$ cat src/rtl/exp_pkg.sv
package exp_pkg;
  localparam int unsigned FRAC_W = 16;
  localparam int unsigned INT_W  = 2;
  localparam int unsigned CNT_W  = 4;

  typedef enum logic [1:0] {
    ST_WAITING = 2'd0,
    ST_BUSY    = 2'd1,
    ST_DONE    = 2'd2
  } exp_state_t;

  typedef struct packed {
    logic load;
    logic step;
  } exp_strobe_t;
endpackage

$ cat src/rtl/exp_recip_rom.sv
module exp_recip_rom #(
  parameter int unsigned FRAC_W = exp_pkg::FRAC_W,
  parameter int unsigned CNT_W  = exp_pkg::CNT_W
) (
  input  logic [CNT_W-1:0]  addr,
  output logic [FRAC_W-1:0] recip
);
  localparam int unsigned DEPTH = 1 << CNT_W;

  logic [FRAC_W-1:0] romArr [DEPTH];

  for (genvar a = 0; a < DEPTH; a++) begin : g_ent
    // address 0 stands for index DEPTH after counter wrap
    localparam longint unsigned IDX = (a == 0) ? longint'(DEPTH) : longint'(a);
    localparam longint unsigned ONE = 64'd1 << FRAC_W;
    localparam longint unsigned VAL = (IDX == 1) ? (ONE - 64'd1) : (ONE / IDX);
    assign romArr[a] = FRAC_W'(VAL);
  end

  assign recip = romArr[addr];
endmodule

$ cat src/rtl/exp_mul_trunc.sv
module exp_mul_trunc #(
  parameter int unsigned W = exp_pkg::FRAC_W
) (
  input  logic [W-1:0] opA,
  input  logic [W-1:0] opB,
  output logic [W-1:0] prodHi
);
  logic [2*W-1:0] prodFull;

  always_comb begin
    prodFull = {{W{1'b0}}, opA} * {{W{1'b0}}, opB};
    prodHi   = prodFull[2*W-1:W];
  end
endmodule

$ cat src/rtl/exp_ctrl.sv
module exp_ctrl
  import exp_pkg::*;
(
  input  logic        clk,
  input  logic        rst,
  input  logic        start,
  input  logic        lastTerm,
  output exp_strobe_t stb,
  output logic        busy
);
  exp_state_t stateQ, stateD;
  logic       startPrev;
  logic       startRise;

  assign startRise = start & ~startPrev;

  always_ff @(posedge clk) begin
    if (rst) begin
      stateQ    <= ST_WAITING;
      startPrev <= 1'b0;
    end else begin
      stateQ    <= stateD;
      startPrev <= start;
    end
  end

  always_comb begin
    stateD   = stateQ;
    stb.load = 1'b0;
    stb.step = 1'b0;
    unique case (stateQ)
      ST_WAITING: begin
        if (startRise) begin
          stb.load = 1'b1;
          stateD   = ST_BUSY;
        end
      end
      ST_BUSY: begin
        stb.step = 1'b1;
        if (lastTerm) stateD = ST_DONE;
      end
      ST_DONE: begin
        if (!start) stateD = ST_WAITING;
      end
      default: stateD = ST_WAITING;
    endcase
  end

  assign busy = (stateQ == ST_BUSY);
endmodule

$ cat src/rtl/exp_datapath.sv
module exp_datapath
  import exp_pkg::*;
#(
  parameter int unsigned FRAC_W = exp_pkg::FRAC_W,
  parameter int unsigned INT_W  = exp_pkg::INT_W,
  parameter int unsigned CNT_W  = exp_pkg::CNT_W
) (
  input  logic                    clk,
  input  logic                    rst,
  input  exp_strobe_t             stb,
  input  logic [FRAC_W-1:0]       xIn,
  output logic                    lastTerm,
  output logic [FRAC_W+INT_W-1:0] sum
);
  localparam int unsigned ACC_W = FRAC_W + INT_W;

  logic [FRAC_W-1:0] xReg;
  logic [FRAC_W-1:0] termQ;
  logic [ACC_W-1:0]  accQ;
  logic [CNT_W-1:0]  idxQ;
  logic [FRAC_W-1:0] recipVal;
  logic [FRAC_W-1:0] termTimesX;
  logic [FRAC_W-1:0] termNext;

  exp_recip_rom #(.FRAC_W(FRAC_W), .CNT_W(CNT_W)) u_rom (
    .addr  (idxQ),
    .recip (recipVal)
  );

  exp_mul_trunc #(.W(FRAC_W)) u_mulX (
    .opA    (termQ),
    .opB    (xReg),
    .prodHi (termTimesX)
  );

  exp_mul_trunc #(.W(FRAC_W)) u_mulR (
    .opA    (termTimesX),
    .opB    (recipVal),
    .prodHi (termNext)
  );

  always_ff @(posedge clk) begin
    if (rst) begin
      xReg  <= '0;
      termQ <= '0;
      accQ  <= '0;
      idxQ  <= '0;
    end else if (stb.load) begin
      xReg  <= xIn;
      termQ <= xIn;
      accQ  <= {INT_W'(1), xIn};
      idxQ  <= CNT_W'(2);
    end else if (stb.step) begin
      termQ <= termNext;
      accQ  <= accQ + {{INT_W{1'b0}}, termNext};
      idxQ  <= idxQ + CNT_W'(1);
    end
  end

  assign lastTerm = (idxQ == '0);
  assign sum      = accQ;
endmodule

$ cat src/rtl/exp_taylor_unit.sv
module exp_taylor_unit
  import exp_pkg::*;
(
  input  logic               clk,
  input  logic               rst,
  input  logic               start,
  input  logic [FRAC_W-1:0]  xIn,
  output logic               busy,
  output logic [INT_W-1:0]   resInt,
  output logic [FRAC_W-1:0]  resFrac
);
  exp_strobe_t             stb;
  logic                    lastTerm;
  logic [FRAC_W+INT_W-1:0] sum;

  exp_ctrl u_ctrl (
    .clk      (clk),
    .rst      (rst),
    .start    (start),
    .lastTerm (lastTerm),
    .stb      (stb),
    .busy     (busy)
  );

  exp_datapath #(.FRAC_W(FRAC_W), .INT_W(INT_W), .CNT_W(CNT_W)) u_dp (
    .clk      (clk),
    .rst      (rst),
    .stb      (stb),
    .xIn      (xIn),
    .lastTerm (lastTerm),
    .sum      (sum)
  );

  assign resInt  = sum[FRAC_W+INT_W-1:FRAC_W];
  assign resFrac = sum[FRAC_W-1:0];
endmodule

$ cat config.mk
export PLATFORM = sky130hd
export DESIGN_NAME = exp_taylor_unit
export DESIGN_NICKNAME = d
export VERILOG_FILES = /design/src/rtl/exp_pkg.sv /design/src/rtl/exp_recip_rom.sv /design/src/rtl/exp_mul_trunc.sv /design/src/rtl/exp_ctrl.sv /design/src/rtl/exp_datapath.sv /design/src/rtl/exp_taylor_unit.sv
export SDC_FILE = /design/constraint.sdc
export NUM_CORES = 1
export LEC_CHECK = 0
export ABC_AREA = 1
export BUFFER_PORTS_ARGS = -buffer_cell sky130_fd_sc_hd__clkbuf_2
export CAP_MARGIN = 20
export CORE_UTILIZATION = 45
export CTS_CLUSTER_DIAMETER = 200
export CTS_CLUSTER_SIZE = 10
export DETAILED_ROUTE_END_ITERATION = 16
export PLACE_DENSITY = 0.58
export SLEW_MARGIN = 20
export SYNTH_ARGS = -nofsm -noshare
export SYNTH_HDL_FRONTEND = slang
export SYNTH_HIERARCHICAL = 1
export SYNTH_SLANG_ARGS = --single-unit
export TNS_END_PERCENT = 30
$ cat constraint.sdc
create_clock -name clk -period 16.71 [get_ports clk]
set_clock_uncertainty 0.1 [all_clocks]
set_input_delay 0.8355 -clock clk [delete_from_list [all_inputs] [get_ports clk]]
set_output_delay 0.8355 -clock clk [all_outputs]
set_load 0.01 [all_outputs]
==> impl_table.tex, run 1 <==
\begin{tabular}{lr}
\hline
Metric & Value \\
\hline
\multicolumn{2}{l}{\textbf{Run status}} \\
\quad Outcome & finished clean \\
\multicolumn{2}{l}{\textbf{Clocking}} \\
\quad Clock root cell & clkbuf\_16 \\
\quad TritonCTS buffer count & 9 \\
\quad Cts hold-fix bufs & 0 \\
\quad H-Tree Level Count & 3 \\
\quad Worst skew pair latency & 0.35 ns \\
\quad Count of cells resized by post-cts repair & 0 \\
\quad Clock-pin slew reported for the worst setup and hold paths after clock tree synthesis & 0.06 ns \\
\quad Clock tree from TritonCTS & yes \\
\quad Maximum number of buffers from clock root to sink & 2 \\
\quad Number of sinks handled by clock tree synthesis & 57 \\
\quad Number of buffers inserted by post-CTS setup repair & 0 \\
\multicolumn{2}{l}{\textbf{Final layout}} \\
\quad Ratio of cells with drive above 1 in the final layout & 0.0307 \\
\quad Post-Route Utilization & 0.477 \\
\quad Layout area overhead & 4.11\% \\
\quad Net count, final & 3622 \\
\quad Inserted Diodes & 0 \\
\quad Post-route standard cell area excluding fillers & 0.0223 mm2 \\
\multicolumn{2}{l}{\textbf{Pwr}} \\
\quad Clock group share of total power & 0.298 \\
\quad Power density over the cells & 34.8 mW/mm2 \\
\quad Fraction of power spent switching nets & 0.451 \\
\quad Portion of total power attributed to sequential cells & 0.236 \\
\quad Peak ir drop on the vdd network & 0.0475 mV \\
\quad Lkg Pwr & 13.6 nW \\
\quad Power dissipated by switching net loads & 0.350 mW \\
\quad Internal power contribution & 0.426 mW \\
\quad Combinational share of power & 0.466 \\
\multicolumn{2}{l}{\textbf{Timing}} \\
\quad Worst-margin pin slew & 1.03 ns \\
\quad Final Hold Slack & 0.418 ns \\
\quad Max Clock Freq & 77.7 MHz \\
\quad Final hold viol count & 0 \\
\quad Setup WS post-layout & 3.84 ns \\
\quad Number of setup violations in the final report & 0 \\
\quad Final critical-path required period & 12.87 ns \\
\quad Pins over their slew limit & 0 \\
\quad Slew margin rel. & 0.311 \\
\quad Setup repair after global routing missed its margin & no \\
\quad Total negative setup slack & 0 ns \\
\quad Part of the cycle the worst path needs & 0.770 \\
\multicolumn{2}{l}{\textbf{Placement}} \\
\quad HPWL Detailed & 48000 um \\
\quad Routability cong. & 0.918 \\
\quad Number of buffers inserted by port buffering & 37 \\
\quad Cell area after placement & 0.0219 mm2 \\
\quad Placement-stage worst setup slack & 3.87 ns \\
\multicolumn{2}{l}{\textbf{Route}} \\
\quad Avg WL per Cell & 16.3 um \\
\quad 1st-iter DRT viols & 1331 \\
\quad DRT Pass-1 Iters & 6 \\
\quad Routed wire length & 58600 um \\
\quad Antenna-violating nets left & 0 \\
\quad Vias & 18.2k \\
\quad Residual DRC & 0 \\
\quad Average vias per placed instance & 5.07 \\
\multicolumn{2}{l}{\textbf{Floorplan}} \\
\quad Initial standard-cell utilization of the core & 0.458 \\
\quad Area of the core region & 0.0468 mm2 \\
\quad Die boundary width & 220 um \\
\quad Total die area & 0.0485 mm2 \\
\quad Die extent in y & 220 um \\
\quad \# IOs & 38 \\
\quad Row count & 79 \\
\multicolumn{2}{l}{\textbf{Global route}} \\
\quad Number of global-route vias before repair & 18.5k \\
\quad Global router's overall resource usage & 0.254 \\
\quad First-pass GRT wire length & 96200 um \\
\quad Number of antenna violations at the first check in global routing & 0 \\
\quad Maximum number of pins on one net before global-route repair & 47 \\
\quad Congestion Overflow GR & 0 \\
\multicolumn{2}{l}{\textbf{Critical path}} \\
\quad Slowest CP cell & dfxtp\_1 \\
\quad Reg-to-reg startpoint & u\_dp/termQ[7]\$\_SDFFE\_PP0P\_ \\
\quad Launching instance or port of the critical path & u\_dp/termQ[7]\$\_SDFFE\_PP0P\_ \\
\quad Worst EP arrival & 13.00 ns \\
\quad Setup crit start kind & flip-flop \\
\quad Crit end category & flip-flop \\
\quad Critical Path Max Stage Delay & 0.99 ns \\
\quad Largest fanout of any net on the critical path & 17 \\
\quad Critical Setup Path Class & flip-flop to flip-flop \\
\quad Worst Path Required & 16.83 ns \\
\quad CP dominant cell by count & fa\_1 \\
\multicolumn{2}{l}{\textbf{Synth}} \\
\quad Post-synthesis sequential area ratio & 0.0533 \\
\quad Predominant post-synthesis flop cell & dfxtp\_1 \\
\quad Mean instance size in the synthesized netlist & 6.99 um2 \\
\quad Post-synth EDFFs & 0 \\
\quad Synthesis-stage register bit count & 57 \\
\quad Number of nets produced by synthesis & 3694 \\
\quad Synth Cell Area & 0.0214 mm2 \\
\quad Number of cells produced by synthesis & 3061 \\
\quad Yosys synthesis warning count & 6 \\
\quad Post-synthesis async set-or-reset flop share & 0 \\
\quad Synth cell types & 36 \\
\multicolumn{2}{l}{\textbf{Min path}} \\
\quad Worst hold-check path type & flip-flop to flip-flop \\
\quad Start point of the worst min-delay path & u\_dp/sum[4]\$\_SDFFE\_PP0P\_ \\
\multicolumn{2}{l}{\textbf{Flow run}} \\
\quad Max cap viols & 0 \\
\hline
\end{tabular}
## through the flow
step | cells | power [mW]
CTS | 3601 | 0.780
finish | 3601 | 0.776
global placement | 3585 | 0.542
global route | 3601 | 0.836
detailed placement | 3585 | 0.546
floorplan | 3061 | 0.423
## cells in the final DEF (no fill, tap or decap), drive strengths merged, types with 48 or more instances in the layout
cell,n
clkbuf,48
nand2,944
inv,819
nor2,127
o21ai,52
dfxtp,57
nand3,93
ha,227
fa,387
a21oi,126
## kinds of logic (layout without fill, tap and decap cells)
kind of cell / count (synthesis) / after routing / share of synthesized area
XOR/XNOR: 13 / 13 / 0.00532
adder cells (fa/ha/maj): 614 / 614 / 0.495
flip-flops: 57 / 57 / 0.0533
buffers and inverters: 960 / 893 / 0.170
AO/OA/AOI/OAI: 215 / 215 / 0.0546
AND/OR/NAND/NOR: 1202 / 1202 / 0.222
## path summary, 6_finish.rpt
kind | endpoint | slack (ns) | depth (start not counted)
max | u_dp/sum[16]$_SDFFE_PP0P_ | 3.84 | 50
min | u_dp/sum[4]$_SDFFE_PP0P_ | 0.42 | 2
max reg2reg | u_dp/sum[16]$_SDFFE_PP0P_ | 3.84 | 50
min reg2reg | u_dp/sum[4]$_SDFFE_PP0P_ | 0.42 | 2
## registers in the layout, indices dropped and copies added, names as in the netlist
signal	count
u_dp/termQ	16
u_ctrl/stateQ	2
u_dp/idxQ	4
u_dp/sum	18
u_ctrl/startPrev	1
u_dp/xReg	16
## worst max-delay path, delay by kind of cell (launching register included)
kind | cells | cell delay (ns)
AO/OA/AOI/OAI | 7 | 1.62
adder cells (fa/ha/maj) | 15 | 7.02
buffers and inverters | 9 | 0.45
flip-flops | 1 | 0.99
AND/OR/NAND/NOR | 19 | 2.52
## metal layers
layer	track usage	vias to the layer above	routed length [um]
met2	0.422	446	27300
met5	0	-	0
met4	0.0630	0	1360
li1	-	8710	-
met3	0.0188	70	2840
met1	0.359	9020	27100
## cell type report
type / count / area, um2
clock inverters: 5 / 128
flip-flops and latches: 57 / 1140
inverters: 822 / 3090
fillers: 4834 / 24500
well taps: 607 / 759
clock buffers: 11 / 233
multi-input cells: 2044 / 16600
repair buffers: 55 / 320
## Yosys cell counts, types with 7 or more instances
cell type / number / area share
nand2_1: 939 / 0.16
nand3_1: 92 / 0.022
a21oi_1: 124 / 0.029
a21o_1: 13 / 0.0046
a21boi_0: 7 / 0.0025
inv_1: 814 / 0.14
nor2_1: 123 / 0.022
clkbuf_1: 125 / 0.022
dfxtp_1: 57 / 0.053
ha_1: 227 / 0.13
xor2_1: 10 / 0.0041
nor3_1: 15 / 0.0035
nand4_1: 9 / 0.0026
fa_1: 387 / 0.36
a31oi_1: 11 / 0.0032
o21ai_0: 44 / 0.010
## power by group through the flow
stage	registers (mW)	clock network (mW)	logic, mW
2_1_floorplan	0.157	0	0.266
3_3_place_gp	0.184	0	0.358
3_5_place_dp	0.185	0	0.361
4_1_cts	0.182	0.234	0.364
5_1_grt	0.185	0.242	0.410
6_report	0.183	0.231	0.362
Note: power is estimated with default switching activity, not from simulation.
==> run 2: changes to the inputs <==
clock period = 12.2 ns   (was 16.71 ns; I/O delays follow)
==> impl_table.tex, run 2 (synthesis results as in run 1) <==
\begin{tabular}{lr}
\hline
Metric & Value \\
\hline
\multicolumn{2}{l}{\textbf{Run status}} \\
\quad Outcome & finished clean \\
\multicolumn{2}{l}{\textbf{Critical path}} \\
\quad CP dominant cell by count & fa\_1 \\
\quad Critical Setup Path Class & flip-flop to flip-flop \\
\quad Launching instance or port of the critical path & u\_dp/termQ[9]\$\_SDFFE\_PP0P\_ \\
\quad Setup crit start kind & flip-flop \\
\quad Critical Path Max Stage Delay & 0.60 ns \\
\quad Largest fanout of any net on the critical path & 16 \\
\quad Slowest CP cell & fa\_1 \\
\quad Worst EP arrival & 11.68 ns \\
\quad Worst Path Required & 12.29 ns \\
\quad Reg-to-reg startpoint & u\_dp/termQ[9]\$\_SDFFE\_PP0P\_ \\
\quad Crit end category & flip-flop \\
\multicolumn{2}{l}{\textbf{Global route}} \\
\quad GRT met1 Usage & 0.352 \\
\quad Grt met2 use & 0.427 \\
\quad Number of global-route vias before repair & 18.9k \\
\quad Global router's overall resource usage & 0.253 \\
\quad Layer with the highest usage after global routing & met2 \\
\quad Congestion Overflow GR & 0 \\
\quad Maximum number of pins on one net before global-route repair & 47 \\
\quad Number of antenna violations at the first check in global routing & 0 \\
\quad Met3 Resource Use GR & 0.0211 \\
\quad First-pass GRT wire length & 96600 um \\
\multicolumn{2}{l}{\textbf{Pwr}} \\
\quad Lkg Pwr & 14.0 nW \\
\quad Portion of total power attributed to sequential cells & 0.209 \\
\quad Power dissipated by switching net loads & 0.492 mW \\
\quad Peak ir drop on the vdd network & 0.0649 mV \\
\quad Power density over the cells & 47.9 mW/mm2 \\
\quad Fraction of power spent switching nets & 0.444 \\
\quad Internal power contribution & 0.615 mW \\
\quad Clock group share of total power & 0.289 \\
\quad Combinational share of power & 0.502 \\
\multicolumn{2}{l}{\textbf{Floorplan}} \\
\quad Row count & 79 \\
\quad Area of the core region & 0.0468 mm2 \\
\quad Initial standard-cell utilization of the core & 0.458 \\
\quad Die boundary width & 220 um \\
\quad Total die area & 0.0485 mm2 \\
\quad \# IOs & 38 \\
\quad Die extent in y & 220 um \\
\multicolumn{2}{l}{\textbf{Final layout}} \\
\quad Inserted Diodes & 0 \\
\quad Most common cell after layout, fill and taps aside & nand2\_1 \\
\quad Final non-filler cell total & 3669 \\
\quad Number of inserted filler cells in the final layout & 4727 \\
\quad Commonest non-fill, non-tap cells in the layout & nand2\_1, inv\_1, fa\_1 \\
\quad Post-route standard cell area excluding fillers & 0.0231 mm2 \\
\quad Net count, final & 3690 \\
\quad Flip-flop count of the largest register, all copies and words added & 18 \\
\quad Ratio of cells with drive above 1 in the final layout & 0.0699 \\
\quad Layout area overhead & 7.83\% \\
\multicolumn{2}{l}{\textbf{Timing}} \\
\quad Pins over their slew limit & 0 \\
\quad Number of setup violations in the final report & 0 \\
\quad Part of the cycle the worst path needs & 0.949 \\
\quad Slew margin rel. & 0.434 \\
\quad Final Hold Slack & 0.420 ns \\
\quad Max Clock Freq & 86.3 MHz \\
\quad Setup WS post-layout & 0.618 ns \\
\quad Total negative setup slack & 0 ns \\
\quad Worst-margin pin slew & 0.846 ns \\
\quad Final hold viol count & 0 \\
\quad Final critical-path required period & 11.58 ns \\
\multicolumn{2}{l}{\textbf{Route}} \\
\quad Residual DRC & 0 \\
\quad 1st-iter DRT viols & 1167 \\
\quad Antenna-violating nets left & 0 \\
\quad DRT Pass-1 Iters & 6 \\
\quad Avg WL per Cell & 15.8 um \\
\quad Vias & 18.4k \\
\quad Routed wire length & 58100 um \\
\quad Average vias per placed instance & 5.02 \\
\multicolumn{2}{l}{\textbf{Clocking}} \\
\quad Maximum number of buffers from clock root to sink & 2 \\
\quad Cts hold-fix bufs & 0 \\
\quad H-Tree Level Count & 3 \\
\quad Clock-pin slew reported for the worst setup and hold paths after clock tree synthesis & 0.07 ns \\
\quad Worst skew pair latency & 0.35 ns \\
\quad Number of sinks handled by clock tree synthesis & 57 \\
\quad Clock root cell & clkbuf\_16 \\
\quad TritonCTS buffer count & 9 \\
\quad Clock tree from TritonCTS & yes \\
\multicolumn{2}{l}{\textbf{Placement}} \\
\quad Cell area after placement & 0.0226 mm2 \\
\quad Placement-stage worst setup slack & 0.0854 ns \\
\quad Number of buffers inserted by port buffering & 37 \\
\quad HPWL Detailed & 49100 um \\
\quad Routability cong. & 0.901 \\
\quad Number of cells in the design after placement & 3652 \\
\multicolumn{2}{l}{\textbf{Min path}} \\
\quad Start point of the worst min-delay path & start \\
\quad Worst hold-check path type & input pin to flip-flop \\
\multicolumn{2}{l}{\textbf{Flow run}} \\
\quad Max cap viols & 0 \\
\hline
\end{tabular}
[run 2: worst paths after layout]
path	to	slack, ns	cells past startpoint
worst max-delay path	u_dp/sum[14]$_SDFFE_PP0P_	0.62	49
worst min-delay path	u_ctrl/startPrev$_SDFF_PP0_	0.42	3
worst max register to register	u_dp/sum[14]$_SDFFE_PP0P_	0.62	49
worst min register to register	u_dp/sum[4]$_SDFFE_PP0P_	0.42	2
[run 2: layer usage]
layer | routed length (um) | share of wire
met1 | 26900 | 0.46
met2 | 27500 | 0.47
met3 | 2420 | 0.042
met4 | 1180 | 0.020
met5 | 0 | 0
[run 2: area by class of cell]
| cell class | count | area, um2 | area share |
|---|---|---|---|
| well taps | 607 | 759 | 0.0329 |
| clock inverters | 4 | 97.6 | 0.00423 |
| clock buffers | 12 | 267 | 0.0115 |
| flip-flops and latches | 57 | 1170 | 0.0506 |
| repair buffers | 123 | 960 | 0.0416 |
| inverters | 822 | 3090 | 0.134 |
| multi-input cells | 2044 | 16700 | 0.726 |
[run 2: worst max-delay path, delay by kind of cell, from the launching register on]
kind                     cells  cell delay [ns]
adder cells (fa/ha/maj)     16             7.22
AND/OR/NAND/NOR             15             1.45
AO/OA/AOI/OAI                7             1.25
buffers and inverters       11             1.02
flip-flops                   1             0.39
[run 2: what timing repair did]
| item | in CTS | in global routing |
|---|---|---|
| setup endpoints to repair | 0 | 16 |
| buffers inserted | 0 | 1 |
| resized for setup | 0 | 62 |
[run 2: through the flow]
stage | power [mW] | util
2_1_floorplan | 0.579 | -
3_3_place_gp | 0.775 | 0.482
3_5_place_dp | 0.782 | 0.482
4_1_cts | 1.11 | 0.490
5_1_grt | 1.19 | 0.494
6_report | 1.11 | 0.494
[run 2: power groups by stage]
stage	clock network [mW]	logic (mW)	registers, mW
3_3_place_gp	0	0.543	0.232
5_1_grt	0.334	0.625	0.233
3_5_place_dp	0	0.549	0.233
4_1_cts	0.325	0.553	0.229
2_1_floorplan	0	0.364	0.215
6_report	0.320	0.555	0.231
==> run 3: changes to the inputs <==
CORE_MARGIN = 5   (was default)
REMOVE_ABC_BUFFERS = 1   (was default)
==> impl_table.tex, run 3 (synthesis results as in run 1) <==
\begin{tabular}{lr}
\hline
Metric & Value \\
\hline
\multicolumn{2}{l}{\textbf{Run status}} \\
\quad Outcome & finished clean \\
\multicolumn{2}{l}{\textbf{Timing}} \\
\quad Final Hold Slack & 0.420 ns \\
\quad Max Clock Freq & 85.9 MHz \\
\quad Number of setup violations in the final report & 0 \\
\quad Worst-margin pin slew & 0.940 ns \\
\quad Final hold viol count & 0 \\
\quad Part of the cycle the worst path needs & 0.954 \\
\quad Total negative setup slack & 0 ns \\
\quad Pins over their slew limit & 0 \\
\quad Slew margin rel. & 0.372 \\
\quad Final critical-path required period & 11.64 ns \\
\quad Setup WS post-layout & 0.557 ns \\
\multicolumn{2}{l}{\textbf{Final layout}} \\
\quad Net count, final & 3677 \\
\quad Final non-filler cell total & 3664 \\
\quad Most common cell after layout, fill and taps aside & nand2\_1 \\
\quad Commonest non-fill, non-tap cells in the layout & nand2\_1, inv\_1, fa\_1 \\
\quad Flip-flop count of the largest register, all copies and words added & 18 \\
\quad Post-route standard cell area excluding fillers & 0.0230 mm2 \\
\quad Ratio of cells with drive above 1 in the final layout & 0.0685 \\
\quad Layout area overhead & 7.25\% \\
\quad Inserted Diodes & 0 \\
\quad Post-Route Utilization & 0.484 \\
\multicolumn{2}{l}{\textbf{Critical path}} \\
\quad Crit end category & flip-flop \\
\quad Largest fanout of any net on the critical path & 11 \\
\quad Length in cells of the worst reg-to-reg path & 47 \\
\quad Worst Path Required & 12.30 ns \\
\quad Critical Setup Path Class & flip-flop to flip-flop \\
\quad Slowest CP cell & fa\_1 \\
\quad CP dominant cell by count & fa\_1 \\
\quad Setup crit start kind & flip-flop \\
\quad Critical Path Max Stage Delay & 0.60 ns \\
\quad Number of buffers and inverters on the critical path & 9 \\
\quad Worst EP arrival & 11.75 ns \\
\quad Critical path depth in cells & 47 \\
\quad Critical path's top delay family & adder cells \\
\multicolumn{2}{l}{\textbf{Min path}} \\
\quad Worst hold-check path type & flip-flop to flip-flop \\
\quad Hold Path Stages & 2 \\
\multicolumn{2}{l}{\textbf{Global route}} \\
\quad Number of global-route vias before repair & 19.0k \\
\quad Maximum number of pins on one net before global-route repair & 47 \\
\quad Congestion Overflow GR & 0 \\
\quad First-pass GRT wire length & 97500 um \\
\quad Number of antenna violations at the first check in global routing & 0 \\
\quad Global router's overall resource usage & 0.227 \\
\multicolumn{2}{l}{\textbf{Route}} \\
\quad Avg WL per Cell & 15.9 um \\
\quad Residual DRC & 0 \\
\quad 1st-iter DRT viols & 1218 \\
\quad Vias & 18.3k \\
\quad Average vias per placed instance & 5.00 \\
\quad Routed wire length & 58200 um \\
\quad Antenna-violating nets left & 0 \\
\quad DRT Pass-1 Iters & 5 \\
\multicolumn{2}{l}{\textbf{Clocking}} \\
\quad H-Tree Level Count & 3 \\
\quad Maximum number of buffers from clock root to sink & 2 \\
\quad TritonCTS buffer count & 9 \\
\quad Clock-pin slew reported for the worst setup and hold paths after clock tree synthesis & 0.06 ns \\
\quad Number of sinks handled by clock tree synthesis & 57 \\
\quad Clock tree from TritonCTS & yes \\
\quad Worst skew pair latency & 0.34 ns \\
\quad Clock root cell & clkbuf\_16 \\
\multicolumn{2}{l}{\textbf{Placement}} \\
\quad HPWL Detailed & 49700 um \\
\quad Cell area after placement & 0.0224 mm2 \\
\quad Number of buffers inserted by port buffering & 37 \\
\quad Placement-stage worst setup slack & 0.0531 ns \\
\quad Number of cells in the design after placement & 3646 \\
\quad Routability cong. & 0.872 \\
\multicolumn{2}{l}{\textbf{Pwr}} \\
\quad Peak ir drop on the vdd network & 0.0734 mV \\
\quad Fraction of power spent switching nets & 0.448 \\
\quad Power density over the cells & 47.3 mW/mm2 \\
\quad Internal power contribution & 0.599 mW \\
\quad Power dissipated by switching net loads & 0.487 mW \\
\quad Lkg Pwr & 13.9 nW \\
\quad Combinational share of power & 0.511 \\
\quad Portion of total power attributed to sequential cells & 0.216 \\
\quad Overall power consumption & 1.09 mW \\
\quad Clock group share of total power & 0.274 \\
\multicolumn{2}{l}{\textbf{Floorplan}} \\
\quad Die extent in y & 228 um \\
\quad Total die area & 0.0520 mm2 \\
\quad Row count & 80 \\
\quad \# IOs & 38 \\
\quad Initial standard-cell utilization of the core & 0.451 \\
\quad Area of the core region & 0.0474 mm2 \\
\quad Die boundary width & 228 um \\
\multicolumn{2}{l}{\textbf{Flow run}} \\
\quad Max cap viols & 0 \\
\hline
\end{tabular}
[run 3: cell types whose count changed in the layout (fill, tap and decap cells not counted), moves of 3 or more]
cell and change:
nand2_1 -4, clkinv_2 +3, nand2_2 +4, buf_12 -5, buf_4 -11
[run 3: path summary, 6_finish.rpt]
| check | start | to | slack (ns) |
|---|---|---|---|
| worst max-delay path | u_dp/termQ[10]$_SDFFE_PP0P_ | u_dp/sum[11]$_SDFFE_PP0P_ | 0.56 |
| worst min-delay path | u_dp/sum[17]$_SDFFE_PP0P_ | u_dp/sum[17]$_SDFFE_PP0P_ | 0.42 |
| worst max register to register | u_dp/termQ[10]$_SDFFE_PP0P_ | u_dp/sum[11]$_SDFFE_PP0P_ | 0.56 |
| worst min register to register | u_dp/sum[17]$_SDFFE_PP0P_ | u_dp/sum[17]$_SDFFE_PP0P_ | 0.42 |
[run 3: routing by layer]
| layer | GRT usage | vias up | routed length (um) |
|---|---|---|---|
| met5 | 0 | - | 0 |
| met4 | 0.0478 | 0 | 1330 |
| met3 | 0.0240 | 69 | 2760 |
| met2 | 0.394 | 452 | 28400 |
| met1 | 0.310 | 8961 | 25700 |
| li1 | - | 8821 | - |
[run 3: what timing repair did]
| item | CTS | global route |
|---|---|---|
| resized for setup | 2 | 75 |
| hold buffers | 0 | 0 |
| endpoints found under the setup margin | 1 | 16 |
| pin swaps | 0 | 4 |
| setup buffers | 0 | 2 |
[run 3: worst register-to-register path: cells and delay by family (launching register included)]
family / cells / cell delay (ns)
adder cells (fa/ha/maj): 15 / 7.29
AO/OA/AOI/OAI: 4 / 0.67
AND/OR/NAND/NOR: 19 / 2.46
buffers and inverters: 9 / 0.69
flip-flops: 1 / 0.32
[run 3: layout make-up]
| cell class | instances | area (um2) |
|---|---|---|
| Tap cell | 615 | 769 |
| Fill cell | 4876 | 24500 |
| Clock buffer | 10 | 239 |
| Multi-Input combinational cell | 2044 | 16800 |
| Clock inverter | 6 | 105 |
| Sequential cell | 57 | 1170 |
| Inverter | 822 | 3090 |
| Timing Repair Buffer | 110 | 815 |
[run 3: power groups by stage]
stage          logic (mW)  clock network, mW  registers [mW]
6_report            0.554              0.297           0.234
5_1_grt             0.622              0.312           0.237
4_1_cts             0.549              0.302           0.232
3_5_place_dp        0.544                  0           0.236
3_3_place_gp        0.539                  0           0.235
2_1_floorplan       0.321                  0           0.235
